`src/rtl/cavlc_pkg.sv`:
```
package cavlc_pkg;

    localparam int NCOEF = 16;
    localparam int IDX_W = $clog2(NCOEF);
    localparam int CNT_W = IDX_W + 1;

    typedef enum logic [2:0] {
        TAG_COUNT = 3'd0,
        TAG_SIGN  = 3'd1,
        TAG_LEVEL = 3'd2,
        TAG_TOTZ  = 3'd3,
        TAG_RUN   = 3'd4
    } sym_tag_e;

    typedef enum logic [2:0] {
        ST_IDLE,
        ST_COUNT,
        ST_SIGN,
        ST_LEVEL,
        ST_TOTZ,
        ST_RUN
    } ext_state_e;

    // scan position -> raster index of a 4x4 block
    function automatic logic [IDX_W-1:0] scan_src(input logic [IDX_W-1:0] p);
        logic [IDX_W-1:0] r;
        unique case (p)
            4'd0:  r = 4'd0;
            4'd1:  r = 4'd1;
            4'd2:  r = 4'd4;
            4'd3:  r = 4'd8;
            4'd4:  r = 4'd5;
            4'd5:  r = 4'd2;
            4'd6:  r = 4'd3;
            4'd7:  r = 4'd6;
            4'd8:  r = 4'd9;
            4'd9:  r = 4'd12;
            4'd10: r = 4'd13;
            4'd11: r = 4'd10;
            4'd12: r = 4'd7;
            4'd13: r = 4'd11;
            4'd14: r = 4'd14;
            default: r = 4'd15;
        endcase
        return r;
    endfunction

endpackage

```
`src/rtl/cavlc_zz_scan.sv`:
```
module cavlc_zz_scan
    import cavlc_pkg::*;
#(
    parameter int COEF_W = 16
) (
    input  logic [NCOEF*COEF_W-1:0] raster,
    output logic [NCOEF*COEF_W-1:0] scan
);

    for (genvar p = 0; p < NCOEF; p++) begin : g_pos
        localparam int SRC = int'(scan_src(IDX_W'(p)));
        assign scan[p*COEF_W +: COEF_W] = raster[SRC*COEF_W +: COEF_W];
    end

endmodule

```
`src/rtl/cavlc_blk_stats.sv`:
```
module cavlc_blk_stats
    import cavlc_pkg::*;
#(
    parameter int COEF_W = 16
) (
    input  logic [NCOEF*COEF_W-1:0] scan,
    output logic [NCOEF-1:0]        nz_mask,
    output logic [CNT_W-1:0]        total,
    output logic [1:0]              t1_cnt,
    output logic [CNT_W-1:0]        tot_zeros
);

    logic [NCOEF-1:0] unit_mag;

    for (genvar p = 0; p < NCOEF; p++) begin : g_flag
        assign nz_mask[p]  = |scan[p*COEF_W +: COEF_W];
        assign unit_mag[p] = (scan[p*COEF_W +: COEF_W] == COEF_W'(1)) ||
                             (scan[p*COEF_W +: COEF_W] == {COEF_W{1'b1}});
    end

    logic [CNT_W-1:0] top_plus1;

    always_comb begin
        logic halted;
        total     = '0;
        top_plus1 = '0;
        for (int p = 0; p < NCOEF; p++) begin
            total = total + CNT_W'(nz_mask[p]);
            if (nz_mask[p]) top_plus1 = CNT_W'(p + 1);
        end
        t1_cnt = '0;
        halted = 1'b0;
        for (int p = NCOEF - 1; p >= 0; p--) begin
            if (nz_mask[p] && !halted) begin
                if (unit_mag[p] && t1_cnt != 2'd3) t1_cnt = t1_cnt + 2'd1;
                else                               halted = 1'b1;
            end
        end
        tot_zeros = top_plus1 - total;
    end

endmodule

```
`src/rtl/cavlc_msb_find.sv`:
```
module cavlc_msb_find
    import cavlc_pkg::*;
(
    input  logic [NCOEF-1:0] vec,
    output logic [IDX_W-1:0] idx
);

    always_comb begin
        idx = '0;
        for (int p = 0; p < NCOEF; p++) begin
            if (vec[p]) idx = IDX_W'(p);
        end
    end

endmodule

```
`src/rtl/cavlc_sym_extract.sv`:
```
module cavlc_sym_extract
    import cavlc_pkg::*;
#(
    parameter int COEF_W = 16
) (
    input  logic                    clk,
    input  logic                    rst_n,
    input  logic                    in_valid,
    output logic                    in_ready,
    input  logic [NCOEF*COEF_W-1:0] in_coefs,
    output logic                    sym_valid,
    input  logic                    sym_ready,
    output logic [2:0]              sym_tag,
    output logic [COEF_W-1:0]       sym_value,
    output logic                    sym_last
);

    localparam int PAD_CNT = COEF_W - 2 - CNT_W;

    ext_state_e state, state_nx;

    logic [NCOEF*COEF_W-1:0] blk_raster;
    logic [NCOEF*COEF_W-1:0] blk_scan;
    logic [NCOEF-1:0]        nz_mask;
    logic [CNT_W-1:0]        total;
    logic [1:0]              t1_cnt;
    logic [CNT_W-1:0]        tot_zeros;

    logic [NCOEF-1:0]        rem;
    logic [1:0]              sgn_left;
    logic [CNT_W-1:0]        lev_left;
    logic [CNT_W-1:0]        zeros_left;
    logic [CNT_W-1:0]        coefs_left;

    logic [IDX_W-1:0]        cur_pos;
    logic [IDX_W-1:0]        nxt_pos;
    logic [NCOEF-1:0]        rem_less;
    logic [COEF_W-1:0]       cur_coef;
    logic [CNT_W-1:0]        run_val;

    logic                    in_fire;
    logic                    out_fire;

    cavlc_zz_scan #(.COEF_W(COEF_W)) u_scan (
        .raster (blk_raster),
        .scan   (blk_scan)
    );

    cavlc_blk_stats #(.COEF_W(COEF_W)) u_stats (
        .scan      (blk_scan),
        .nz_mask   (nz_mask),
        .total     (total),
        .t1_cnt    (t1_cnt),
        .tot_zeros (tot_zeros)
    );

    cavlc_msb_find u_cur (
        .vec (rem),
        .idx (cur_pos)
    );

    assign rem_less = rem & ~(NCOEF'(1) << cur_pos);

    cavlc_msb_find u_nxt (
        .vec (rem_less),
        .idx (nxt_pos)
    );

    assign cur_coef = blk_scan[cur_pos*COEF_W +: COEF_W];
    assign run_val  = {1'b0, cur_pos} - {1'b0, nxt_pos} - CNT_W'(1);
    assign in_fire  = in_valid && in_ready;
    assign out_fire = sym_valid && sym_ready;

    // state register
    always_ff @(posedge clk) begin
        if (!rst_n) state <= ST_IDLE;
        else        state <= state_nx;
    end

    // transitions
    always_comb begin
        state_nx = state;
        unique case (state)
            ST_IDLE: begin
                if (in_valid) state_nx = ST_COUNT;
            end
            ST_COUNT: begin
                if (out_fire) begin
                    if (sym_last)           state_nx = ST_IDLE;
                    else if (t1_cnt != '0)  state_nx = ST_SIGN;
                    else                    state_nx = ST_LEVEL;
                end
            end
            ST_SIGN: begin
                if (out_fire && sgn_left == 2'd1) begin
                    if (lev_left == '0) state_nx = ST_TOTZ;
                    else                state_nx = ST_LEVEL;
                end
            end
            ST_LEVEL: begin
                if (out_fire && lev_left == CNT_W'(1)) begin
                    if (sym_last) state_nx = ST_IDLE;
                    else          state_nx = ST_TOTZ;
                end
            end
            ST_TOTZ: begin
                if (out_fire) begin
                    if (sym_last) state_nx = ST_IDLE;
                    else          state_nx = ST_RUN;
                end
            end
            ST_RUN: begin
                if (out_fire && sym_last) state_nx = ST_IDLE;
            end
            default: state_nx = ST_IDLE;
        endcase
    end

    // outputs
    always_comb begin
        in_ready  = (state == ST_IDLE);
        sym_valid = (state != ST_IDLE);
        sym_tag   = 3'(TAG_COUNT);
        sym_value = '0;
        sym_last  = 1'b0;
        unique case (state)
            ST_IDLE: begin
            end
            ST_COUNT: begin
                sym_tag   = 3'(TAG_COUNT);
                sym_value = {{PAD_CNT{1'b0}}, t1_cnt, total};
                sym_last  = (total == '0);
            end
            ST_SIGN: begin
                sym_tag   = 3'(TAG_SIGN);
                sym_value = {{(COEF_W-1){1'b0}}, cur_coef[COEF_W-1]};
            end
            ST_LEVEL: begin
                sym_tag   = 3'(TAG_LEVEL);
                sym_value = cur_coef;
                sym_last  = (lev_left == CNT_W'(1)) && (total == CNT_W'(NCOEF));
            end
            ST_TOTZ: begin
                sym_tag   = 3'(TAG_TOTZ);
                sym_value = {{(COEF_W-CNT_W){1'b0}}, tot_zeros};
                sym_last  = (tot_zeros == '0) || (total == CNT_W'(1));
            end
            ST_RUN: begin
                sym_tag   = 3'(TAG_RUN);
                sym_value = {{(COEF_W-CNT_W){1'b0}}, run_val};
                sym_last  = (zeros_left == run_val) || (coefs_left == CNT_W'(2));
            end
            default: begin
            end
        endcase
    end

    // per-block working registers
    always_ff @(posedge clk) begin
        if (!rst_n) begin
            blk_raster <= '0;
            rem        <= '0;
            sgn_left   <= '0;
            lev_left   <= '0;
            zeros_left <= '0;
            coefs_left <= '0;
        end else begin
            if (in_fire) blk_raster <= in_coefs;
            if (out_fire) begin
                unique case (state)
                    ST_COUNT: begin
                        rem      <= nz_mask;
                        sgn_left <= t1_cnt;
                        lev_left <= total - CNT_W'(t1_cnt);
                    end
                    ST_SIGN: begin
                        rem      <= rem_less;
                        sgn_left <= sgn_left - 2'd1;
                    end
                    ST_LEVEL: begin
                        rem      <= rem_less;
                        lev_left <= lev_left - CNT_W'(1);
                    end
                    ST_TOTZ: begin
                        rem        <= nz_mask;
                        zeros_left <= tot_zeros;
                        coefs_left <= total;
                    end
                    ST_RUN: begin
                        rem        <= rem_less;
                        zeros_left <= zeros_left - run_val;
                        coefs_left <= coefs_left - CNT_W'(1);
                    end
                    default: begin
                    end
                endcase
            end
        end
    end

endmodule

```
`config.mk`:
```
export PLATFORM = sky130hd
export DESIGN_NAME = cavlc_sym_extract
export DESIGN_NICKNAME = d
export VERILOG_FILES = /design/src/rtl/cavlc_pkg.sv /design/src/rtl/cavlc_zz_scan.sv /design/src/rtl/cavlc_blk_stats.sv /design/src/rtl/cavlc_msb_find.sv /design/src/rtl/cavlc_sym_extract.sv
export SDC_FILE = /design/constraint.sdc
export NUM_CORES = 1
export LEC_CHECK = 0
export BUFFER_PORTS_ARGS = -buffer_cell sky130_fd_sc_hd__clkbuf_2
export CORE_ASPECT_RATIO = 0.75
export CORE_MARGIN = 2
export CORE_UTILIZATION = 62
export DETAILED_ROUTE_END_ITERATION = 8
export PLACE_DENSITY_LB_ADDON = 0.25
export SLEW_MARGIN = 40
export SYNTH_ARGS = -nofsm -noshare
export SYNTH_HDL_FRONTEND = slang
export SYNTH_SLANG_ARGS = --single-unit
```
`constraint.sdc`:
```
create_clock -name clk -period 37.5 [get_ports clk]
set_clock_uncertainty 0.05 [all_clocks]
set_input_delay 3.75 -clock clk [delete_from_list [all_inputs] [get_ports clk]]
set_output_delay 3.75 -clock clk [all_outputs]
set_load 0.01 [all_outputs]
```
* After elaboration in Yosys (flattened, before gate mapping)
Index checks and enable logic that the tools add are counted.
** Word-level totals
- Bits in registers :: 292
- Output and inout port bits :: 22
** Operators by class
- Add/sub/neg operators :: 38
- Equal/unequal tests :: 64
- Shifts and indexed selects :: 2
- Mux-type cells :: 128
- Bitwise gates (word level) :: 2
- Reductions and logical operators :: 102
** Operator list (number)
- 16-bit by 1-bit equality test with 1-bit output (second input constant) :: 16
- 16-bit equality test (second input constant) :: 16
- 16-bit OR reduction :: 16
- 256-bit by 9-bit variable part select with 16-bit output :: 1
- 16-bit case mux with 5 select lines :: 1
- 5-bit two-way mux :: 15
- 2-bit two-way mux :: 36
- 5-bit by 1-bit adder with 5-bit output :: 14
- 4-bit two-way mux :: 16
- 3-bit two-way mux :: 17
- 2-bit inequality test (second input constant) :: 21
- 1-bit logical AND :: 36
- 1-bit two-way mux :: 35
- 16-bit case mux with 2 select lines :: 1
- 2-bit by 1-bit adder with 2-bit output (second input constant) :: 15
- 5-bit case mux with 2 select lines :: 3
- 1-bit logical OR :: 18
- 3-bit case mux with 6 select lines :: 1
- 16-bit bitwise AND :: 1
- 16-bit NOT :: 1
- 1-bit by 4-bit left shift with 16-bit output (first input constant) :: 1
- 1-bit logical NOT :: 15
- 5-bit logical NOT :: 3
- 5-bit by 1-bit subtractor with 5-bit output (second input constant) :: 3
- 23 further kinds :: 34

* Depth between registers and ports, before layout
Gate-level depths: netlist of run 1.
- Depth in word-level cells :: 69
- Depth in mapped cells :: 96
- Mapped depth without buffers :: 95

* Cells and area by module
A second synthesis of run 1 with hierarchy kept.
** Second synthesis, totals
- Cells, all modules :: 2385
- Area, all modules :: 19002.0 µm²
** Modules (own cells, without submodules)
- cavlc_sym_extract :: instances 1, cells each 1606, area an instance 13469.2 µm², seq. area each 5845.6 µm²
- cavlc_blk_stats :: instances 1, cells each 473, area an instance 3328.2 µm², seq. area each 0.0 µm²
- cavlc_zz_scan :: instances 1, cells each 256, area an instance 1921.8 µm², seq. area each 0.0 µm²
- cavlc_msb_find :: instances 2, cells each 25, area an instance 141.4 µm², seq. area each 0.0 µm²

* Worst setup path after synthesis of run 1
OpenSTA, ideal clock, no wires.
- Path type :: register -> output
- Start :: reg blk_raster[228]
- End :: out sym_value[5]
- Arrival :: 17619 ps
- Required time :: 33700 ps
- Path slack :: 16081 ps
- Cell stages (with the launch flop) :: 86
- Buffers on the path :: 2
- Path through :: dfxtp_1 > nor4_1 > nand2_1 > or3_1 > clkbuf_1 > mux2i_1 > nor2_1 > ha_1 > nand2b_1 > o22ai_1 > and4_1 > or2_2 > ha_1 > a21oi_1 > nor3_1 > o21ai_0 > xor2_1 > inv_1 > (+50 left out) > nand2b_1 > a211oi_1 > o32ai_1 > a31oi_1 > inv_1 > ha_1 > nor2_1 > and2_1 > nor2b_1 > xnor3_2 > ha_1 > o21bai_1 > or3_1 > clkbuf_1 > a31o_2 > a31oi_2 > nor3b_1 > o31ai_1
** Between the ends
- Cells in the longest elaborated chain, start to end :: 62
** Ends and longest elaborated chain
- start: declaration :: line cavlc_sym_extract.sv:22 : logic [NCOEF*COEF_W-1:0] blk_raster;
- start signal: assignment :: line cavlc_sym_extract.sv:168 : if (in_fire) blk_raster <= in_coefs;
- branches (longest 60 deep; another with 2-bit by 1-bit adder with 2-bit output)
- 2-bit two-way mux (*) :: line cavlc_blk_stats.sv:34 : if (nz_mask[p] && !halted) begin
- 16-bit case mux with 5 select lines (*) :: line cavlc_sym_extract.sv:126 : unique case (state)
- end: declaration :: line cavlc_sym_extract.sv:14 : output logic [COEF_W-1:0] sym_value,
Every way passes the cells marked *.

* Worst setup path after layout of run 1
- Start :: reg blk_raster[240]
- End :: out sym_value[5]
** Between the ends
- Cells in the longest elaborated chain, start to end :: 65
** Ends and longest elaborated chain (line)
- branches (longest 63 deep; another with 2-bit by 1-bit adder with 2-bit output)
- 2-bit two-way mux (*) :: cavlc_blk_stats.sv:34
- 16-bit case mux with 5 select lines (*) :: cavlc_sym_extract.sv:126
Marks and branches as above.

==> metrics.md, run 1 <==
| Metric | Value |
|---|---|
| Area leader, netlist | `dfxtp_1` |
| # hold bufs at CTS | `0` |
| Worst min path class | `register to register` |
| Post-Synth Simple-Gate Area | `0.343` |
| Tmin final | `25.67 ns` |
| P&R area growth vs syn | `13.9%` |
| Hold path depth | `2` |
| Number of post-CTS setup repair buffers | `0` |
| Synthesized area per cell | `6.84 um2` |
| Worst r2r dst | `lev_left[4]` |
| RSZ-0062 raised after global routing | `false` |
| DR iter-0 viols | `3101` |
| Area of the multi-input gates | `10900 um2` |
| CP max stage cell | `nor3b_1` |
| Status | `finished, final reports clean` |
| Antenna violations before repair | `3` |
| Io pins | `roughly 280` |
| Post-synthesis cell type count | `77` |
| Post-Route WL | `64700 um` |
| Crit path kind | `register to output port` |
| CTS Root Cell | `clkbuf_16` |
| Top_reg_cell synth | `dfxtp_1` |
| Post-synthesis adder-cell area fraction | `0.0440` |
| XOR/XNOR Fraction of Synth Area | `0.0202` |
| Vias in the first global route | `17900` |
| Vias | `about 20000` |
| Share of cells above drive strength 1 | `0.141` |
| FILL cells | `2278` |
| Mapped Cells | `2550` |
| Mux contribution to synthesized area | `0.0105` |
| Slew @ Worst Pin | `roughly 0.9 ns` |
| Yosys warnings | `0` |
| Setup TNS | `0 ns` |
| Routability congestion estimate | `1.01` |
| R2R Setup Slk | `around 15 ns` |
| Core ar. | `approximately 28000 um2` |
| Reg2Reg Depth | `91` |
| Post-synth EDFFs | `0` |
| Mapped Area | `17500 um2` |
| Largest family of logic cells by synthesized area | `simple AND/OR/NAND/NOR gates` |
| Worst path max stage delay | `0.58 ns` |
| Worst r2r src | `blk_raster[240]` |
| Slew Limit Headroom | `0.399` |
| Final setup vio count | `0` |
| Asr flop ratio synth | `0` |
| First-pass GRT wire length | `99100 um` |
| Initial Utilization | `0.627` |
| Total Die Area | `29500 um2` |
| Antenna fix cells | `0` |
| CP endpoint kind | `output port` |
| Cell mode on critical path | `ha_1` |
| Synth cell count leaders | `nand2_1, a21oi_1, dfxtp_1` |
| Clock Path Buffers | `3` |
| Vias per cell | `6.58` |
| Max Freq | `0.0390 GHz` |
| Hold Path Sink | `zeros_left[0]` |
| Die span in x | `198 um` |
| Most frequent cell after synthesis | `nand2_1` |
| Routed Antenna Nets | `0` |
| Worst path arrival time | `~22 ns` |
| Worst Path Max Fanout | `10` |
| First drt pass iteration count | `7` |
| Row Count | `53` |
| Worst setup SP type | `register` |
| Area share of the largest cell type after synthesis | `0.334` |
| CTS Sinks | `291` |
| # nets final | `3027` |
| TritonCTS clock tree | `yes` |
| PortBufs | `281` |
| Compound-gate portion of the synthesized area | `0.201` |
| CTS clk-pin slew, worst paths | `0.07 ns` |
| Per-cell routed wire length | `20.9 um` |
| Residual DRC | `0` |
| Total GRT Usage | `0.426` |
| Slew Limit Fails | `0` |
| Dpl hpwl | `48100 um` |
| Die Y | `149 um` |
| Cts bufs inserted | `28` |
| Synth top area cells | `dfxtp_1, nand2_1, a21oi_1` |
| Sequential cell area fraction in the yosys report | `0.334` |
| Period utilization | `0.684` |
| WP data required | `33.70 ns` |
| Hold path startpoint | `zeros_left[0]` |
| Largest net degree at the start of global routing | `around 180` |
| #FFs+latches synth | `291` |
| Max_cap viols | `0` |
| Global route overflow | `0` |
| Clock Latency Late Sink | `0.59 ns` |
| Mapped Nets | `between 2000 and 3000` |
| H-tree depth | `1` |
| Fin. Hold Viols | `0` |
| FF+latch area | `5830 um2` |
| CTS resizes | `0` |
## flip-flops by register name (all words and copies together), names as in the netlist
name / count
rem: 15
sgn_left: 2
zeros_left: 5
blk_raster: 256
state: 3
coefs_left: 5
lev_left: 5
## worst max path at each step
| stage | from | to | slack, ns | cells after the start |
|---|---|---|---|---|
| after floorplan | blk_raster[228] | sym_value[5] | 16.08 | 85 |
| after global placement | blk_raster[228] | sym_value[5] | 13.90 | 84 |
| after detailed placement | blk_raster[240] | sym_value[5] | 13.07 | 85 |
| after CTS | blk_raster[240] | sym_value[5] | 12.43 | 85 |
| after global routing | blk_raster[240] | sym_value[5] | 10.57 | 85 |
| final | blk_raster[240] | sym_value[5] | 11.83 | 85 |
## stage by stage
stage / util / instance area, um2 / instances / hold WS, ns / worst slack [ns]
after floorplan: - / 17500 / 2550 / 0.382 / 16.08
after global placement: 0.678 / 18900 / 3040 / 0.392 / 13.90
after detailed placement: 0.679 / 18900 / 3040 / 0.396 / 13.07
after CTS: 0.712 / 19800 / 3089 / 0.405 / 12.43
after global routing: 0.714 / 19900 / 3090 / 0.446 / 10.57
final: 0.714 / 19900 / 3090 / 0.411 / 11.83
## cell families after synthesis
kind of cell    count (synthesis)
xor+xnor                       36
fa+ha+maj                      53
mux                            18
simple gates                 1336
compound gates                592
flops                         291
buf+inv                       224
## final cells by class
| cell class | instances | share of cell area |
|---|---|---|
| clock inverter | 10 | 0.00497 |
| multi-input combinational | 2035 | 0.547 |
| inverter | 61 | 0.0121 |
| sequential | 291 | 0.293 |
| tap | 357 | 0.0225 |
| timing repair buffer | 297 | 0.0782 |
| clock buffer | 39 | 0.0419 |
## critical path, delay by kind of cell (launching register included)
family	cells	cell delay (ns)
xor+xnor	9	2.76
flops	1	0.43
simple gates	34	8.76
compound gates	21	4.80
buf+inv	4	0.44
mux	3	0.65
fa+ha+maj	14	3.41
## metal layers
layer | GRT usage | vias up | part of all wire
li1 | - | 9242 | -
met3 | 0.0999 | 217 | 0.14
met1 | 0.616 | 9398 | 0.41
met5 | 0 | - | 0
met4 | 0.128 | 0 | 0.035
met2 | 0.628 | 1474 | 0.41
## cells in the final DEF, fill, tap and decap left out, types with 6 or more instances in the layout
master,count
nand2_1,822
a21oi_1,355
dfxtp_1,291
clkbuf_2,281
nand3_1,111
nor2_1,105
nand4_1,77
inv_1,58
nor4_1,57
o21ai_0,56
nor3_1,41
ha_1,39
a311oi_1,31
clkbuf_16,28
a31oi_1,23
xnor2_1,23
and3_1,20
nand2b_1,16
mux2i_1,16
nor2b_1,14
fa_1,14
o211ai_1,13
a211oi_1,12
or4_1,12
a21o_1,12
a22oi_1,11
buf_4,11
xor2_1,10
o22ai_1,9
clkbuf_8,9
o31ai_1,7
o32ai_1,7
o21bai_1,6
and2_1,6
or2_2,6
or3_1,6
o21a_1,6
Power of run 1 is not shown: default switching activity piles up to over one toggle a cycle in this logic, so the estimate is an artifact.
==> run 2, diff against run 1 <==
ABC_AREA = 1   (was default)
CORE_UTILIZATION = 57   (was 62)
clock period = 25.2 ns   (was 37.5 ns; I/O delays follow)
==> run 2 against run 1 <==
- critical path type unchanged
- critical path depth grew 14
- setup slack got worse by 3.4 ns
- utilization shrank 3.8 points
- worst hold slack better by 0.011 ns
- via count fell by 11%
- flip-flop and latch count unchanged
- largest cell class unchanged
- first-iteration DRC count is 32% lower
==> metrics.md, run 2 <==
| Metric | Value |
|---|---|
| First-pass GRT wire length | `87600 um` |
| CP max stage cell | `dfxtp_1` |
| CTS Sinks | `291` |
| Area of the multi-input gates | `8740 um2` |
| Most frequent cells in the layout | `inv_1, a21oi_1, dfxtp_1, clkbuf_2, o21ai_0` |
| Top_reg_cell synth | `dfxtp_1` |
| Post-synth EDFFs | `0` |
| Slew @ Worst Pin | `0.782 ns` |
| Cell mode on critical path | `inv_1` |
| Tmin final | `about 17 ns` |
| H-tree depth | `1` |
| #FFs+latches synth | `291` |
| Max_cap viols | `0` |
| Antenna fix cells | `0` |
| Largest net degree at the start of global routing | `236` |
| Combinational Power Share | `0.644` |
| Dpl hpwl | `43200 um` |
| Routability congestion estimate | `1.01` |
| Die span in x | `200 um` |
| Clock Path Buffers | `3` |
| Synth top area cells | `dfxtp_1, a21oi_1, o21ai_0` |
| Worst path max stage delay | `approximately 0.34 ns` |
| Synthesized area per cell | `6.98 um2` |
| Routed Antenna Nets | `0` |
| Vias in the first global route | `16200` |
| Vias per cell | `roughly 6.1` |
| TritonCTS clock tree | `yes` |
| Leak | `8.29 nW` |
| Sequential cell area fraction in the yosys report | `0.356` |
| Worst setup SP type | `register` |
| FF+latch area | `5830 um2` |
| Vias | `18100` |
| CTS resizes | `0` |
| Area share of the largest cell type after synthesis | `0.356` |
| Worst Path Max Fanout | `4` |
| Total Die Area | `30100 um2` |
| R2R Setup Slk | `10.48 ns` |
| FILL cells | `between 2000 and 3000` |
| Kind of cell adding the most delay to the critical path | `simple AND/OR/NAND/NOR gates` |
| WP data required | `22.63 ns` |
| Total GRT Usage | `0.373` |
| Cts bufs inserted | `29` |
| Hold_ws | `roughly 0.42 ns` |
| Slew Limit Headroom | `0.478` |
| Buf+Inv Stages, Crit Path | `25` |
| DR iter-0 viols | `2096` |
| Synth cell count leaders | `inv_1, a21oi_1, dfxtp_1` |
| Asr flop ratio synth | `0` |
| Sw frac | `0.535` |
| Largest regs | `blk_raster x256, rem x15` |
| Setup slack after layout | `8.42 ns` |
| Largest Register | `blk_raster` |
| Cell Int Power | `1.48 mW` |
| Final setup vio count | `0` |
| Worst path arrival time | `14.21 ns` |
| Max Freq | `between 0.05 and 0.06 GHz` |
| Period utilization | `0.666` |
| Post-Synth Simple-Gate Area | `0.196` |
| XOR/XNOR Fraction of Synth Area | `0.00535` |
| CTS Root Cell | `clkbuf_16` |
| Per-cell routed wire length | `between 15 and 20 um` |
| RSZ-0062 raised after global routing | `false` |
| Status | `finished, final reports clean` |
| Residual DRC | `0` |
| Row Count | `53` |
| First drt pass iteration count | `8` |
| # hold bufs at CTS | `0` |
| Mapped Area | `16400 um2` |
| Initial Utilization | `0.583` |
| Slew Limit Fails | `0` |
| Total power | `3.18 mW` |
| Area leader, netlist | `dfxtp_1` |
| Post-synthesis cell type count | `47` |
| Register share of total power | `0.214` |
| Compound-gate portion of the synthesized area | `0.281` |
| Power Density | `167 nW/um2` |
| Antenna violations before repair | `0` |
| Mux contribution to synthesized area | `0` |
| Clock Latency Late Sink | `approximately 0.56 ns` |
| Setup TNS | `0 ns` |
| Share of cells above drive strength 1 | `0.162` |
| Worst min path class | `register to register` |
| Global route overflow | `0` |
| PortBufs | `281` |
| P&R area growth vs syn | `15.9%` |
| Die Y | `151 um` |
| Worst slack at placement | `around 9.3 ns` |
| Fin. Hold Viols | `0` |
| Most frequent cell after synthesis | `inv_1` |
| Core ar. | `28100 um2` |
| Io pins | `~280` |
| Mapped Cells | `between 2000 and 2500` |
| Largest family of logic cells by synthesized area | `compound AO/OA/AOI/OAI gates` |
| Max FFs per register | `256` |
| CP endpoint kind | `output port` |
| Most common cell after layout, fill and taps aside | `inv_1` |
| Total net switching power | `1.70 mW` |
| VDD IR-drop max | `0.000179 V` |
| # nets final | `2854` |
| CTS clk-pin slew, worst paths | `0.07 ns` |
| Clk network pwr share | `0.142` |
| Post-synthesis adder-cell area fraction | `0.0469` |
| Post-Route WL | `57400 um` |
| Yosys warnings | `0` |
| Number of post-CTS setup repair buffers | `0` |
| Crit path kind | `register to output port` |
| Mapped Nets | `2660` |
## run 2: per-stage QoR
step / std cells / instance area (um2) / utilization
floorplan: 2347 / 16400 / -
global placement: 2894 / 17900 / 0.638
detailed placement: 2894 / 18000 / 0.639
CTS: 2946 / 18900 / 0.674
global route: 2947 / 19000 / 0.675
finish: 2947 / 19000 / 0.675
## run 2: layout make-up
cell class | instances | area share
multi-input cells | 1553 | 0.460
flip-flops and latches | 291 | 0.307
repair buffers | 297 | 0.0830
inverters | 369 | 0.0729
clock buffers | 39 | 0.0434
well taps | 385 | 0.0254
clock inverters | 13 | 0.00824
## run 2: cells by family (layout without fill, tap and decap cells)
logic type	after synthesis	after routing
AO/OA/AOI/OAI	814	814
buffers and inverters	503	718
XOR/XNOR	10	10
flip-flops	291	291
AND/OR/NAND/NOR	676	676
adder cells (fa/ha/maj)	53	53
## run 2: worst min-delay path: stages, from the launching register on
cell     delay, ns
dfxtp_1       0.31
nand2_1       0.06
a21oi_1       0.06
## run 2: power by group through the flow
stage	Clock (mW)	Sequential [mW]	Combinational (mW)
after floorplan	0	0.655	1.34
after global placement	0	0.680	1.93
after detailed placement	0	0.684	1.96
after CTS	0.450	0.676	1.97
after global routing	0.469	0.692	2.21
final	0.451	0.681	2.04
## run 2: per-layer routing
| layer | wire (um) | GRT usage | vias up |
|---|---|---|---|
| met5 | 0 | 0 | - |
| met4 | 2050 | 0.122 | 0 |
| met3 | 6670 | 0.0623 | 149 |
| met2 | 24200 | 0.574 | 1083 |
| met1 | 24500 | 0.532 | 8302 |
| li1 | - | - | 8551 |
## run 2: final timing paths
check / from / to / depth (start not counted)
worst max-delay path: blk_raster[246] / sym_value[6] / 99
worst min-delay path: sgn_left[1] / sgn_left[1] / 2
worst max register to register: blk_raster[246] / lev_left[1] / 105
worst min register to register: sgn_left[1] / sgn_left[1] / 2
Power figures use the tool's default switching activity.
